### src/rtl/fpcc_pkg.sv
package fpcc_pkg;
  typedef enum logic [1:0] {
    REL_LT = 2'd0,
    REL_EQ = 2'd1,
    REL_GT = 2'd2,
    REL_UN = 2'd3
  } rel_e;

  typedef enum logic [2:0] {
    PC_NEVER = 3'd0,
    PC_UN    = 3'd1,
    PC_EQ    = 3'd2,
    PC_UEQ   = 3'd3,
    PC_OLT   = 3'd4,
    PC_ULT   = 3'd5,
    PC_OLE   = 3'd6,
    PC_ULE   = 3'd7
  } pcode_e;
endpackage

### src/rtl/fpcc_classify.sv
module fpcc_classify #(
  parameter int W     = 32,
  parameter int EXP_W = 8
) (
  input  logic [W-1:0] op,
  output logic         sign,
  output logic         is_nan,
  output logic         is_snan,
  output logic         is_zero,
  output logic [W-2:0] mag
);
  localparam int FRAC_W = W - EXP_W - 1;

  logic [EXP_W-1:0]  exp_f;
  logic [FRAC_W-1:0] frac_f;

  assign sign    = op[W-1];
  assign mag     = op[W-2:0];
  assign exp_f   = op[W-2:FRAC_W];
  assign frac_f  = op[FRAC_W-1:0];
  assign is_nan  = (&exp_f) && (|frac_f);
  assign is_snan = is_nan && !frac_f[FRAC_W-1];
  assign is_zero = (mag == '0);
endmodule

### src/rtl/fpcc_order.sv
module fpcc_order
  import fpcc_pkg::*;
#(
  parameter int MAG_W = 63
) (
  input  logic             a_sign,
  input  logic             a_nan,
  input  logic             a_zero,
  input  logic [MAG_W-1:0] a_mag,
  input  logic             b_sign,
  input  logic             b_nan,
  input  logic             b_zero,
  input  logic [MAG_W-1:0] b_mag,
  output rel_e             rel
);
  logic mag_lt;
  logic mag_eq;

  assign mag_lt = (a_mag < b_mag);
  assign mag_eq = (a_mag == b_mag);

  always_comb begin
    if (a_nan || b_nan) begin
      rel = REL_UN;
    end else if (a_zero && b_zero) begin
      rel = REL_EQ;
    end else if (a_sign != b_sign) begin
      rel = a_sign ? REL_LT : REL_GT;
    end else if (mag_eq) begin
      rel = REL_EQ;
    end else begin
      rel = (mag_lt ^ a_sign) ? REL_LT : REL_GT;
    end
  end
endmodule

### src/rtl/fpcc_predicate.sv
module fpcc_predicate
  import fpcc_pkg::*;
(
  input  rel_e       rel,
  input  logic [2:0] code,
  output logic       flag
);
  logic r_un, r_eq, r_lt;

  assign r_un = (rel == REL_UN);
  assign r_eq = (rel == REL_EQ);
  assign r_lt = (rel == REL_LT);

  always_comb begin
    flag = 1'b0;
    unique case (pcode_e'(code))
      PC_NEVER: flag = 1'b0;
      PC_UN:    flag = r_un;
      PC_EQ:    flag = r_eq;
      PC_UEQ:   flag = r_un | r_eq;
      PC_OLT:   flag = r_lt;
      PC_ULT:   flag = r_un | r_lt;
      PC_OLE:   flag = r_lt | r_eq;
      PC_ULE:   flag = r_un | r_lt | r_eq;
      default:  flag = 1'b0;
    endcase
  end
endmodule

### src/rtl/fpcc_unit.sv
module fpcc_unit
  import fpcc_pkg::*;
#(
  parameter int SGL_W    = 32,
  parameter int SGL_EXP  = 8,
  parameter int DBL_W    = 64,
  parameter int DBL_EXP  = 11,
  parameter int STAT_W   = 32,
  parameter int FLAG_POS = 29
) (
  input  logic              clk,
  input  logic              rst_n,
  input  logic              in_valid,
  output logic              in_ready,
  input  logic [DBL_W-1:0]  in_a,
  input  logic [DBL_W-1:0]  in_b,
  input  logic              in_dbl,
  input  logic [2:0]        in_pred,
  input  logic [STAT_W-1:0] in_status,
  output logic              out_valid,
  input  logic              out_ready,
  output logic              out_flag,
  output logic [STAT_W-1:0] out_status,
  output logic              out_invalid
);
  localparam int KEEP_W = FLAG_POS - 1;
  localparam int MAG_W  = DBL_W - 1;
  localparam int SMAG_W = SGL_W - 1;

  // per-operand, per-format classification
  logic             s_sign [2];
  logic             s_nan  [2];
  logic             s_snan [2];
  logic             s_zero [2];
  logic [SMAG_W-1:0] s_mag [2];
  logic             d_sign [2];
  logic             d_nan  [2];
  logic             d_snan [2];
  logic             d_zero [2];
  logic [MAG_W-1:0] d_mag  [2];

  logic             c_sign [2];
  logic             c_nan  [2];
  logic             c_snan [2];
  logic             c_zero [2];
  logic [MAG_W-1:0] c_mag  [2];

  logic [DBL_W-1:0] ops [2];
  assign ops[0] = in_a;
  assign ops[1] = in_b;

  for (genvar gi = 0; gi < 2; gi++) begin : g_opnd
    fpcc_classify #(.W(SGL_W), .EXP_W(SGL_EXP)) u_sgl (
      .op      (ops[gi][SGL_W-1:0]),
      .sign    (s_sign[gi]),
      .is_nan  (s_nan[gi]),
      .is_snan (s_snan[gi]),
      .is_zero (s_zero[gi]),
      .mag     (s_mag[gi])
    );
    fpcc_classify #(.W(DBL_W), .EXP_W(DBL_EXP)) u_dbl (
      .op      (ops[gi]),
      .sign    (d_sign[gi]),
      .is_nan  (d_nan[gi]),
      .is_snan (d_snan[gi]),
      .is_zero (d_zero[gi]),
      .mag     (d_mag[gi])
    );
    assign c_sign[gi] = in_dbl ? d_sign[gi] : s_sign[gi];
    assign c_nan[gi]  = in_dbl ? d_nan[gi]  : s_nan[gi];
    assign c_snan[gi] = in_dbl ? d_snan[gi] : s_snan[gi];
    assign c_zero[gi] = in_dbl ? d_zero[gi] : s_zero[gi];
    assign c_mag[gi]  = in_dbl ? d_mag[gi]
                               : {{(MAG_W-SMAG_W){1'b0}}, s_mag[gi]};
  end

  rel_e rel_w;
  logic flag_w;
  logic snan_w;

  fpcc_order #(.MAG_W(MAG_W)) u_order (
    .a_sign (c_sign[0]),
    .a_nan  (c_nan[0]),
    .a_zero (c_zero[0]),
    .a_mag  (c_mag[0]),
    .b_sign (c_sign[1]),
    .b_nan  (c_nan[1]),
    .b_zero (c_zero[1]),
    .b_mag  (c_mag[1]),
    .rel    (rel_w)
  );

  fpcc_predicate u_pred (
    .rel  (rel_w),
    .code (in_pred),
    .flag (flag_w)
  );

  assign snan_w = c_snan[0] | c_snan[1];

  // status word assembly: low field kept, flag inserted, rest of top cleared
  logic              sig_unused_hi;
  logic [STAT_W-1:0] stat_w;
  assign sig_unused_hi = ^in_status[STAT_W-1:KEEP_W];

  always_comb begin
    stat_w               = '0;
    stat_w[KEEP_W-1:0]   = in_status[KEEP_W-1:0];
    stat_w[FLAG_POS]     = flag_w;
  end

  // output register with back-pressure
  logic in_fire;
  assign in_ready = !out_valid || out_ready;
  assign in_fire  = in_valid && in_ready;

  always_ff @(posedge clk) begin
    if (!rst_n) begin
      out_valid   <= 1'b0;
      out_flag    <= 1'b0;
      out_status  <= '0;
      out_invalid <= 1'b0;
    end else if (in_fire) begin
      out_valid   <= 1'b1;
      out_flag    <= flag_w;
      out_status  <= stat_w;
      out_invalid <= snan_w;
    end else if (out_ready) begin
      out_valid   <= 1'b0;
    end
  end

  // ---------------- assertions ----------------
  AST_NEVER_CODE: assert property (@(posedge clk) disable iff (!rst_n)
    in_fire && in_pred == 3'd0 |=> !out_flag);
  AST_SNAN_UNORD: assert property (@(posedge clk) disable iff (!rst_n)
    snan_w |-> rel_w == REL_UN);
  AST_TOP_BITS: assert property (@(posedge clk) disable iff (!rst_n)
    out_valid |-> out_status[FLAG_POS] == out_flag
      && out_status[STAT_W-1:FLAG_POS+1] == '0
      && out_status[FLAG_POS-1:KEEP_W] == '0);
  AST_LOW_PASS: assert property (@(posedge clk) disable iff (!rst_n)
    in_fire |=> out_status[KEEP_W-1:0] == $past(in_status[KEEP_W-1:0]));
  AST_ONE_LATENCY: assert property (@(posedge clk) disable iff (!rst_n)
    in_fire |=> out_valid);
  AST_STALL_HOLD: assert property (@(posedge clk) disable iff (!rst_n)
    out_valid && !out_ready |=> out_valid && $stable(out_flag)
      && $stable(out_status) && $stable(out_invalid));
  AST_RESET_EMPTY: assert property (@(posedge clk) disable iff (!rst_n)
    $rose(rst_n) |-> !out_valid && !out_flag && !out_invalid);
endmodule

### config.mk
export PLATFORM = sky130hd
export DESIGN_NAME = fpcc_unit
export DESIGN_NICKNAME = d
export VERILOG_FILES = /design/src/rtl/fpcc_pkg.sv /design/src/rtl/fpcc_classify.sv /design/src/rtl/fpcc_order.sv /design/src/rtl/fpcc_predicate.sv /design/src/rtl/fpcc_unit.sv
export SDC_FILE = /design/constraint.sdc
export NUM_CORES = 1
export LEC_CHECK = 0
export ABC_AREA = 0
export BUFFER_PORTS_ARGS = -buffer_cell sky130_fd_sc_hd__clkbuf_2
export CORE_MARGIN = 10
export CORE_UTILIZATION = 32
export DETAILED_ROUTE_END_ITERATION = 8
export PLACE_DENSITY_LB_ADDON = 0.3
export SLEW_MARGIN = 20
export SYNTH_ARGS = -nofsm -noshare
export SYNTH_HDL_FRONTEND = slang
export SYNTH_SLANG_ARGS = --single-unit
### constraint.sdc
create_clock -name clk -period 3.69 [get_ports clk]
set_input_delay 0.369 -clock clk [delete_from_list [all_inputs] [get_ports clk]]
set_output_delay 0.369 -clock clk [all_outputs]
set_load 0.02 [all_outputs]
==> flow_summary.json <==
{
  "status": "finished, final reports clean",
  "post-route-min-period_ns": 3.511,
  "wire_per_inst_microns": 16.16,
  "dieWidth_microns": 126.0,
  "drc_errors": 0,
  "finalPower_mw": 1.274,
  "cpPeakStageDelay_ns": 0.37,
  "clk_pin_slew_ns": 0.05,
  "yosysWarnings": 0,
  "routed_wl_mm": 13.51,
  "synth_edf_count": 0,
  "drv_slew": 0,
  "num_vias": 4342,
  "p_clk_share_pct": 35.7,
  "cts_resized": 0,
  "cts_made_buffers": 5,
  "grtUsageTotal_pct": 16.13,
  "antenna_found_initial": 0,
  "vias_per_cell": 5.194,
  "port_buffers": 196,
  "drt_iter0_markers": 184,
  "gp_congestion": 0.9114,
  "grt_pass1_wl_mm": 22.05,
  "slowest_stage": "a311oi_1",
  "grt.busiest_layer": "met2",
  "cp-start-kind": "input port",
  "ys_seq_area_share_pct": 17.26,
  "ios": 204,
  "drt_first_pass_iters": 4,
  "endpoint_kind": "flop",
  "period_share_pct": 95.15,
  "cts_sinks": 31,
  "postCtsHoldBufs": 0,
  "r2r_start": "out_valid",
  "hold_path_startpoint": "in_status[3]",
  "synth_cell_types": 46,
  "vdd_ir_drop_max_v": 0.0002715,
  "p_int_uw": 873.7,
  "htreeDepth": 2,
  "power_density_mw_per_mm2": 255.9,
  "syn_to_final_growth_pct": 38.48,
  "dp_slack_ns": -0.1113,
  "ant_nets": 0,
  "tns_ns": 0,
  "switching_share_pct": 31.44,
  "grt_use_met2_pct": 29.13,
  "drive_gt1_share_pct": 33.33,
  "dpl.hpwl_mm": 11.91,
  "synth_area_per_cell_sq_um": 7.250,
  "cts_tree": "done",
  "fin_cells": 836,
  "combPwrFrac_pct": 35.5,
  "synth-seq-cells": 31,
  "rsz0062_at_grt": "false",
  "dpl.cell_count": 828,
  "worst_pin_slew_ns": 1.019,
  "hold_violations": 0,
  "post_cts_buffers": 0,
  "die_y_microns": 126.0,
  "root_buffer": "clkbuf_16",
  "cp_top_family": "compound AO/OA/AOI/OAI gates",
  "yosys_most_used_dff": "dfxtp_1",
  "ff2ff_setup_slack_ns": 1.87,
  "fin_worst_skew_ns": 0.004414,
  "worstPathBufferInverterCount": 3,
  "grt_max_degree": 45,
  "cp_cell_sequence": "clkbuf_2 -> buf_12 -> and2_1 -> ha_1 -> nand4_1 -> nor4_2 -> buf_4 -> nand4_1 -> a21oi_1 -> a2111oi_0 -> a311oi_1 -> nor3_1 -> ha_1 -> nor2_1 -> a41oi_1 -> a221oi_1 -> o32ai_2",
  "final_core_utilization_pct": 45.54,
  "insertion_delay_ns": 0.27,
  "hold_class": "input port to flop",
  "relSlewSlack_pct": 31.90,
  "pwr-share-seq_pct": 28.8,
  "required_ns": 3.82,
  "arrival_ns": 3.64,
  "cp_max_fo": 21,
  "power.switching_uw": 400.7,
  "async_flop_share_pct": 0,
  "max_freq_mhz": 284.8,
  "setup_ws_ns": 0.1790,
  "syn_inst": 496,
  "syn_area_sq_mm": 0.003596,
  "grt_use_met3_pct": 6.418,
  "core_area_sq_mm": 0.01094,
  "nNetsFinal": 928,
  "antennaDiodeCount": 0,
  "cp-startpoint": "in_dbl",
  "critical_path_class": "input port to flop",
  "first_global_vias": 4645,
  "p_leak_nw": 2.547,
  "initial_utilization_pct": 32.88,
  "fp-row-count": 38,
  "cts_buffer_depth": 2,
  "grt_use_met1_pct": 16.83,
  "setup_violations": 0,
  "overflow": 0,
  "die_area_sq_mm": 0.01588,
  "max-cap-violations": 0
}
kinds of logic after synthesis:
logic type,count (synthesis),synth area share (%)
flops,31,17.26
other cells,1,0.1043
fa+ha+maj,64,22.27
compound gates,94,17.78
simple gates,245,35.42
mux,2,0.5915
buf+inv,59,6.576
Yosys cell counts (3+ instances only):
cell        n  area share (%)
a21boi_0   29             6.1
a21oi_1    27             3.8
a221oi_1    5             1.2
and2_1     33             5.7
and4_1      3            0.73
buf_4       4            0.84
clkbuf_1   18             1.9
dfxtp_1    31              17
ha_1       64              22
inv_1      37             3.9
nand2_1   111              12
nand3_1     9             1.3
nand4_1    28             4.9
nor2_1      8            0.84
nor3_1     11             1.5
nor4_1     27             4.7
nor4b_1     3            0.73
o21ai_0    14             1.9
sequential cells by signal, summed over array words and instances (netlist names):
name	cells
out_status	28
out_flag	1
out_invalid	1
out_valid	1
per-layer routing:
| layer | part of all wire (%) | vias to the layer above | wire length (microns) |
|---|---|---|---|
| li1 | - | 2196 | - |
| met1 | 39 | 1965 | 5287 |
| met2 | 49 | 158 | 6604 |
| met3 | 10 | 23 | 1357 |
| met4 | 1.9 | 0 | 262 |
| met5 | 0 | - | 0 |
layout by cell type (no fill, tap or decap), drive strengths merged, types with 3 or more instances in the layout:
| cell type | n |
|---|---|
| nand3 | 9 |
| a21oi | 27 |
| and2 | 34 |
| ha | 64 |
| nor4b | 3 |
| nor4 | 29 |
| inv | 37 |
| o21ai | 15 |
| buf | 17 |
| nor2 | 8 |
| a21boi | 29 |
| nor3 | 12 |
| conb | 3 |
| dfxtp | 31 |
| and4 | 3 |
| clkbuf | 202 |
| a2111o | 3 |
| nand2 | 111 |
| a221oi | 5 |
| nand4 | 28 |
power groups by stage:
stage	Combinational [mW]	Clock, mW	Sequential (mW)
after floorplan	0.218	0	0.397
after CTS	0.454	0.464	0.367
after global routing	0.513	0.481	0.370
after global placement	0.438	0	0.372
after detailed placement	0.451	0	0.373
final	0.453	0.455	0.367
worst register-to-register path, stage by stage, from the launching register on:
cell and delay (ns):
dfxtp_1 0.31, nand2b_1 0.11, nand2_1 0.60, a221oi_1 0.52, o32ai_2 0.14
stage by stage:
step	instance area, sq um	hold slack [ns]
after global placement	4813	0.4524
after CTS	4972	0.3259
after global routing	4980	0.3376
after floorplan	3613	0.5079
after detailed placement	4813	0.4622
final	4980	0.3281
layout make-up:
| type | count | area (sq um) |
|---|---|---|
| Clock buffer | 6 | 128.9 |
| Tap cell | 140 | 175.2 |
| Fill cell | 1163 | 5956 |
| Timing Repair Buffer | 213 | 1134 |
| Clock inverter | 1 | 30.03 |
| Multi-Input combinational cell | 408 | 2753 |
| Inverter | 37 | 138.9 |
| Sequential cell | 31 | 620.6 |
worst paths after layout:
| kind | to | cells past startpoint |
|---|---|---|
| worst max-delay path | out_flag | 17 |
| worst min-delay path | out_status[3] | 3 |
| worst max register to register | out_flag | 4 |
| worst min register to register | out_status[13] | 2 |
(Power assumes the default switching activity.)
